`src/rtl/poe_evt_pkg.sv`:
```
package poe_evt_pkg;

    typedef enum logic [2:0] {
        TC_HIZ,
        TC_LOW,
        TC_D75,
        TC_D50,
        TC_D25
    } tcode_e;

    typedef enum logic [1:0] {
        PH_WAIT,
        PH_CLASS,
        PH_MARK
    } phase_e;

    localparam int unsigned CNT_W   = 3;
    localparam int unsigned EVT_MAX = 5;

    function automatic tcode_e pick_code(
        input logic             aux,
        input logic             hi,
        input logic             pg,
        input logic [CNT_W-1:0] n,
        input logic             ext
    );
        tcode_e c;
        if (aux) begin
            c = hi ? TC_D75 : TC_LOW;
        end else if (!pg) begin
            c = TC_HIZ;
        end else begin
            case (n)
                3'd2:    c = TC_LOW;
                3'd3:    c = ext ? TC_D75 : TC_LOW;
                3'd4:    c = TC_D50;
                3'd5:    c = TC_D25;
                default: c = TC_HIZ;
            endcase
        end
        return c;
    endfunction

endpackage

```
`src/rtl/poe_flag_filter.sv`:
```
module poe_flag_filter #(
    parameter int unsigned DEB_CYC = 8
) (
    input  logic clk,
    input  logic rst_n,
    input  logic raw_i,
    output logic flt_o
);
    localparam int unsigned DW = (DEB_CYC < 2) ? 1 : $clog2(DEB_CYC);

    typedef struct packed {
        logic          s1;
        logic          s2;
        logic          stable;
        logic [DW-1:0] cnt;
    } flt_st_t;

    flt_st_t st_d, st_q;

    always_comb begin
        st_d    = st_q;
        st_d.s1 = raw_i;
        st_d.s2 = st_q.s1;
        if (st_q.s2 == st_q.stable) begin
            st_d.cnt = '0;
        end else if (st_q.cnt == DW'(DEB_CYC - 1)) begin
            st_d.stable = st_q.s2;
            st_d.cnt    = '0;
        end else begin
            st_d.cnt = st_q.cnt + DW'(1);
        end
    end

    always_ff @(posedge clk or negedge rst_n) begin
        if (!rst_n) begin
            st_q <= '0;
        end else begin
            st_q <= st_d;
        end
    end

    assign flt_o = st_q.stable;

endmodule

```
`src/rtl/poe_evt_counter.sv`:
```
module poe_evt_counter
    import poe_evt_pkg::*;
#(
    parameter int unsigned EXT_CYC = 17_400_000
) (
    input  logic             clk,
    input  logic             rst_n,
    input  logic             cls_i,
    input  logic             mrk_i,
    input  logic             brst_i,
    input  logic             pwr_i,
    output logic [CNT_W-1:0] cnt_o,
    output logic             ext_o
);
    localparam int unsigned TW = $clog2(EXT_CYC + 1);

    typedef struct packed {
        phase_e           phase;
        logic [CNT_W-1:0] cnt;
        logic             ext;
        logic [TW-1:0]    tmr;
    } cnt_st_t;

    cnt_st_t st_d, st_q;

    always_comb begin
        st_d = st_q;
        if (brst_i) begin
            st_d = '{phase: PH_WAIT, cnt: '0, ext: 1'b0, tmr: '0};
        end else if (!pwr_i) begin
            case (st_q.phase)
                PH_WAIT, PH_MARK: begin
                    if (cls_i) begin
                        st_d.phase = PH_CLASS;
                        st_d.tmr   = '0;
                    end
                end
                PH_CLASS: begin
                    if (mrk_i && !cls_i) begin
                        st_d.phase = PH_MARK;
                        if (st_q.cnt == CNT_W'(0)) begin
                            st_d.ext = (st_q.tmr >= TW'(EXT_CYC));
                        end
                        if (st_q.cnt < CNT_W'(EVT_MAX)) begin
                            st_d.cnt = st_q.cnt + CNT_W'(1);
                        end
                    end else if (st_q.tmr < TW'(EXT_CYC)) begin
                        st_d.tmr = st_q.tmr + TW'(1);
                    end
                end
                default: st_d.phase = PH_WAIT;
            endcase
        end
    end

    always_ff @(posedge clk or negedge rst_n) begin
        if (!rst_n) begin
            st_q <= '{phase: PH_WAIT, cnt: '0, ext: 1'b0, tmr: '0};
        end else begin
            st_q <= st_d;
        end
    end

    assign cnt_o = st_q.cnt;
    assign ext_o = st_q.ext;

endmodule

```
`src/rtl/poe_t2p_pwm.sv`:
```
module poe_t2p_pwm
    import poe_evt_pkg::*;
#(
    parameter int unsigned PERIOD_CYC = 200_000
) (
    input  logic   clk,
    input  logic   rst_n,
    input  tcode_e code_i,
    output logic   pull_o
);
    localparam int unsigned PW    = $clog2(PERIOD_CYC);
    localparam int unsigned THR75 = (PERIOD_CYC * 3) / 4;
    localparam int unsigned THR50 = PERIOD_CYC / 2;
    localparam int unsigned THR25 = PERIOD_CYC / 4;

    typedef struct packed {
        logic [PW-1:0] ph;
        logic          pull;
    } pwm_st_t;

    pwm_st_t st_d, st_q;

    always_comb begin
        st_d    = st_q;
        st_d.ph = (st_q.ph == PW'(PERIOD_CYC - 1)) ? '0 : st_q.ph + PW'(1);
        case (code_i)
            TC_LOW:  st_d.pull = 1'b1;
            TC_D75:  st_d.pull = (st_q.ph < PW'(THR75));
            TC_D50:  st_d.pull = (st_q.ph < PW'(THR50));
            TC_D25:  st_d.pull = (st_q.ph < PW'(THR25));
            default: st_d.pull = 1'b0;
        endcase
    end

    always_ff @(posedge clk or negedge rst_n) begin
        if (!rst_n) begin
            st_q <= '0;
        end else begin
            st_q <= st_d;
        end
    end

    assign pull_o = st_q.pull;

endmodule

```
`src/rtl/poe_evt_decoder.sv`:
```
module poe_evt_decoder
    import poe_evt_pkg::*;
#(
    parameter int unsigned DEB_CYC    = 8,
    parameter int unsigned EXT_CYC    = 17_400_000,
    parameter int unsigned PERIOD_CYC = 200_000
) (
    input  logic clk,
    input  logic rst_n,
    input  logic cls_rng_i,
    input  logic mrk_rng_i,
    input  logic below_rst_i,
    input  logic pwr_on_i,
    input  logic pgood_i,
    input  logic aux_i,
    input  logic hi_class_i,
    output logic pull_o
);
    localparam int unsigned NFLAG = 4;

    logic [NFLAG-1:0] raw_flags;
    logic [NFLAG-1:0] flt;
    logic [CNT_W-1:0] evt_cnt;
    logic             ext_src;
    tcode_e           code;

    assign raw_flags = {pwr_on_i, below_rst_i, mrk_rng_i, cls_rng_i};

    for (genvar g = 0; g < NFLAG; g++) begin : g_flt
        poe_flag_filter #(.DEB_CYC(DEB_CYC)) u_flt (
            .clk   (clk),
            .rst_n (rst_n),
            .raw_i (raw_flags[g]),
            .flt_o (flt[g])
        );
    end

    poe_evt_counter #(.EXT_CYC(EXT_CYC)) u_cnt (
        .clk    (clk),
        .rst_n  (rst_n),
        .cls_i  (flt[0]),
        .mrk_i  (flt[1]),
        .brst_i (flt[2]),
        .pwr_i  (flt[3]),
        .cnt_o  (evt_cnt),
        .ext_o  (ext_src)
    );

    always_comb begin
        code = pick_code(aux_i, hi_class_i, pgood_i, evt_cnt, ext_src);
    end

    poe_t2p_pwm #(.PERIOD_CYC(PERIOD_CYC)) u_pwm (
        .clk    (clk),
        .rst_n  (rst_n),
        .code_i (code),
        .pull_o (pull_o)
    );

endmodule

```
`config.mk`:
```
export PLATFORM = sky130hd
export DESIGN_NAME = poe_evt_decoder
export DESIGN_NICKNAME = d
export VERILOG_FILES = /design/src/rtl/poe_evt_pkg.sv /design/src/rtl/poe_flag_filter.sv /design/src/rtl/poe_evt_counter.sv /design/src/rtl/poe_t2p_pwm.sv /design/src/rtl/poe_evt_decoder.sv
export SDC_FILE = /design/constraint.sdc
export NUM_CORES = 1
export LEC_CHECK = 0
export BUFFER_PORTS_ARGS = -buffer_cell sky130_fd_sc_hd__buf_2
export CAP_MARGIN = 20
export CORE_MARGIN = 5
export CORE_UTILIZATION = 55
export CTS_BUF_LIST = sky130_fd_sc_hd__clkbuf_8
export DETAILED_ROUTE_END_ITERATION = 7
export HOLD_SLACK_MARGIN = 0.02
export PLACE_DENSITY = 0.72
export SYNTH_ARGS = -nofsm -noshare
export SYNTH_HDL_FRONTEND = slang
export SYNTH_SLANG_ARGS = --single-unit
```
`constraint.sdc`:
```
create_clock -name clk -period 2.8 [get_ports clk]
set_clock_uncertainty 0.2 [all_clocks]
set_input_delay 0.14 -clock clk [delete_from_list [all_inputs] [get_ports clk]]
set_output_delay 0.14 -clock clk [all_outputs]
set_load 0.005 [all_outputs]
```
Word-level counts from Yosys, hierarchy flattened
Index checks and enable logic that the tools add are counted.
Storage, ports and cells
  output and inout port bits: 1
  bits of input ports: 9
  register bits after elaboration: 74
Cells by class
  magnitude comparators: 6
  eq/ne operators: 24
  bitwise operators: 4
  multiplexer cells: 27
  $add $sub $neg: 7
  reductions and logical operators: 18
Operator list (count)
  $mux W25: 3
  $mux W31: 2
  $pmux W25 S2: 1
  $mux W3: 11
  $add A25 B1 Y25 const B: 1
  $ge A25 B25 Y1 const B: 1
  $lt A25 B25 Y1 const B: 1
  $eq A3 B3 Y1 const B: 7
  $add A18 B1 Y18 const B: 1
  $eq A18 B18 Y1 const B: 1
  $lt A18 B16 Y1 const B: 1
  $lt A18 B17 Y1 const B: 1
  $lt A18 B18 Y1 const B: 1
  $mux W18: 1
  $add A3 B1 Y3 const B: 5
  $eq A3 B2 Y1 const B: 4
  $pmux W3 S4: 1
  $reduce_and A2 Y1: 4
  $reduce_and A4 Y1: 2
  $reduce_bool A2 Y1: 4
  $mux W2: 3
  $mux W6: 1
  $ne A3 B2 Y1 const B: 2
  $ne A3 B3 Y1 const B: 2
  19 further kinds: 25

Depth between registers and ports, before layout
  depth after elaboration: 6
  depth in mapped cells: 8

Cells and area by module
A second synthesis with hierarchy kept.
Unflattened totals
  cell total of the unflattened synthesis: 375
  area, all modules: 3843.7 um^2
Modules (own cells, without submodules)
  poe_evt_counter: cells each 200, instances 1, sequential area each 775.7 um^2, area each 1804.2 um^2
  poe_t2p_pwm: cells each 111, instances 1, sequential area each 475.5 um^2, area each 1082.3 um^2
  poe_flag_filter: cells each 13, instances 4, sequential area each 150.1 um^2, area each 220.2 um^2
  poe_evt_decoder: cells each 12, instances 1, sequential area each 0.0 um^2, area each 76.3 um^2

Worst setup path before layout
Ideal clock, no wire load.
  path kind: reg-to-reg
  start: register u_cnt.st_q[20] in the netlist's numbering
  end: register u_cnt.st_q[18] in the netlist's numbering
  setup slack: 508 ps
  arrival time: 1963 ps
  clock period less this slack: 2292 ps
  data required time: 2472 ps
  setup time: 128 ps
  cell stages (with the launch flop): 8
  buffers on the path: 2
  path through: dfrtp_1 > or4_1 > or3_1 > o211ai_1 > or2_4 > buf_8 > buf_12 > o31ai_1
Between the ends
  longest elaborated chain between the ends: 3
Ends and longest elaborated chain
  start: declaration: line poe_evt_counter.sv:24  | cnt_st_t st_d, st_q;
  start signal: assignment: line poe_evt_counter.sv:58  | st_q <= '{phase: PH_WAIT, cnt: '0, ext: 1'b0, tmr: '0};
  start signal: assignment: line poe_evt_counter.sv:60  | st_q <= st_d;
  $lt A25 B25 Y1: line poe_evt_counter.sv:47  | end else if (st_q.tmr < TW'(EXT_CYC)) begin
  $ne A3 B2 Y1 (no source line)
  $reduce_and A5 Y1 (no source line)
Every way passes these cells.
A chain may end at the register's enable or synchronous reset.

Worst setup path in the final report
  start: register u_cnt.st_q[20] in the netlist's numbering
  end: register u_cnt.st_q[6] in the netlist's numbering
The elaborated chain is that of the path after synthesis.

==> flow_metrics.py <==
metrics = {
    "outcome": {
        "status": "complete, no violations",
    },
    "pwr": {
        "ir_worst_vdd_mv": 0.346,
        "power_frac_comb": 0.252,
        "power_mw": 2.75,
        "power_density_nw_per_um2": 669,
        "leakage_nw": 1.80,
        "swShare": 0.341,
        "p_sw_mw": 0.938,
        "p_int_mw": 1.81,
        "pwr-share-clk": 0.270,
        "seqPwrFrac": 0.477,
    },
    "setup_path": {
        "crit_family": "simple AND/OR/NAND/NOR gates",
        "r2r_cells": 6,
        "critPathLaunchType": "register",
        "r2r_setup_slack_ps": 300,
        "crit_chain": "or4_1 -> or3_1 -> o211ai_1 -> or2_4 -> or3_1 -> o21ai_0",
        "crit_required_ps": 2820,
        "critPathKind": "register to register",
        "cp-end-kind": "register",
        "path_common_cell": "or3_1",
        "cp_num_buf_inv": 0,
        "worstReg2RegEnd": "u_cnt.st_q[6]",
        "cpMaxStageDelayCell": "or4_1",
        "crit_path_max_fanout": 23,
        "worstPathArrival_ps": 2520,
        "cp-startpoint": "u_cnt.st_q[20]",
        "crit_path_max_incr_delay_ps": 560,
        "r2r-start": "u_cnt.st_q[20]",
    },
    "layout": {
        "antenna_cells": 0,
        "regArea_um2": 1850,
        "final_util": 0.609,
        "fillCellCount": 562,
        "multi_input_area_um2": 1770,
        "postLayoutCellArea_um2": 4110,
        "drive_gt1_frac": 0.0876,
        "layoutNonFillerInstCount": 491,
        "area_growth_syn_to_layout_pct": 8.66,
        "nets": 432,
    },
    "clock_network": {
        "path_clk_slew_ps": 80,
        "cts_tree": "done",
        "clk-insertion-delay-late_ps": 330,
        "cts_made_buffers": 9,
        "ctsRootBufferMaster": "clkbuf_8",
        "postCtsSetupBuffers": 0,
        "h-tree-depth": 3,
        "cts.path.max_buffers": 2,
        "clkSinkCount": 74,
    },
    "die": {
        "dieArea_um2": 8640,
        "start_util": 0.560,
        "num_rows": 30,
        "core_um2": 6760,
        "die_x_um": 93.0,
        "io_pins": 10,
        "die_h_um": 93.0,
    },
    "route": {
        "final_antenna_net_count": 0,
        "viasPerCell": 5.77,
        "drc": 0,
        "post_drt_wl_per_cell_um": 13.6,
        "totalWireLength_mm": 6.68,
        "dr.pass1.iters": 6,
        "drt_iter0_markers": 107,
        "num_vias": 2833,
    },
    "place": {
        "hpwl_mm": 4.55,
        "gp_congestion": 0.892,
        "dpl-instance-area_um2": 3870,
        "dp_slack_ps": 235,
        "placedCellCount": 470,
        "numPortBuffers": 9,
    },
    "timing": {
        "setup_viol": 0,
        "period_share": 0.893,
        "rsz0062_at_grt": "no",
        "layout_setup_ws_ps": 301,
        "whs_ps": 48.2,
        "maxSlewViolCount": 0,
        "tns_ps": 0,
        "maxSlewHeadroom": 0.492,
        "hold_viol": 0,
        "fmax_ghz": 0.400,
        "worstMarginPinSlew_ps": 762,
        "min_period_ps": 2500,
    },
    "synthesis": {
        "syn_inst": 394,
        "synth_top_area_frac": 0.489,
        "synth_top_area_cell": "dfrtp_1",
        "synth_fp_nets": 419,
        "synthTopCellsByArea": "dfrtp_1 (49%), ha_1 (5.3%), o21ai_0 (4.0%)",
        "yosysMostFrequentCell": "dfrtp_1",
        "ys_ff_latch": 74,
        "seq_area_frac_synth": 0.489,
        "synthFlopType": "dfrtp_1",
        "synthArstFlopShare": 1.00,
        "syn_area_um2": 3780,
        "netlist_top_cells_count": "dfrtp_1 (74), nor2_1 (39), o21ai_0 (30)",
        "yosysWarnings": 0,
        "synth-edff-count": 0,
        "avgSynthCellArea_um2": 9.61,
        "ys_types": 45,
    },
    "min_path": {
        "hold_depth": 3,
        "hold_path_startpoint": "hi_class_i",
        "hp-class": "input port to register",
        "hold_path_end": "u_pwm.pull_o",
    },
    "grt": {
        "grt_pass1_wl_mm": 12.1,
        "grt_antenna_before_repair": 0,
        "gr-total-overflow": 0,
        "grt_max_degree": 42,
        "grt_usage": 0.171,
        "grt_pass1_vias": 2748,
    },
    "job": {
        "cap_violations": 0,
    },
}
cells in the final DEF (no fill, tap or decap), types with 10 or more instances in the layout:
cell      synthesis  routed
ha_1             16      16
nand3_1          20      20
o21ai_0          30      30
nand2_1          29      29
clkbuf_8          0      10
inv_1            15      15
nand4_1          10      10
o31ai_1          14      14
nor3_1           13      13
nor2_1           39      39
dfrtp_1          74      74
a21oi_1          23      23
power groups by stage:
stage	logic, mW	clock network (mW)	registers (mW)
after floorplan	0.647	0	1.27
after global placement	0.658	0	1.33
after detailed placement	0.674	0	1.34
after CTS	0.686	0.775	1.32
after global routing	0.807	0.810	1.34
final	0.694	0.744	1.31
routing by layer:
metal  global-route usage  part of all wire  up-vias
met5                    0                 0        -
met2                0.279              0.46       51
met3               0.0292             0.034        6
met1                0.230              0.50     1342
li1                     -                 -     1434
met4               0.0635            0.0072        0
timing repair:
action,CTS,global route
hold buffers,6,0
setup endpoints to repair,0,2
gates resized for setup,0,1
endpoints found under the hold margin,38,0
cell type report:
class | count | share of cell area
Sequential cell | 74 | 0.450
Inverter | 15 | 0.0137
Timing Repair Buffer | 20 | 0.0377
Tap cell | 80 | 0.0243
Clock inverter | 5 | 0.00974
Clock buffer | 10 | 0.0335
Multi-Input combinational cell | 287 | 0.431
sequential cells by signal, summed over array words and instances, names as in the netlist:
name,count
u_cnt.cnt_o,3
u_pwm.pull_o,1
u_cnt.st_q,27
u_pwm.st_q,18
g_flt.u_flt.flt_o,4
g_flt.u_flt.st_d,4
u_cnt.ext_o,1
g_flt.u_flt.st_q,16
worst min-delay path, delay by kind of cell:
kind            cells  cell delay [ps]
compound gates      2              300
buf+inv             1              100
kinds of logic after synthesis:
logic type | synth area share
simple gates | 0.204
xor+xnor | 0.0370
buf+inv | 0.0443
fa+ha+maj | 0.0529
mux | 0.0172
flops | 0.489
compound gates | 0.155
how the worst max path moves through the flow:
stage / cells after the start / to / slack [ps]
2_1_floorplan: 7 / u_cnt.st_q[18] / 510
3_3_place_gp: 6 / u_cnt.st_q[8] / 320
3_5_place_dp: 6 / u_cnt.st_q[7] / 230
4_1_cts: 6 / u_cnt.st_q[7] / 200
5_1_grt: 6 / u_cnt.st_q[16] / 130
6_report: 6 / u_cnt.st_q[6] / 300
(Power assumes the default switching activity.)
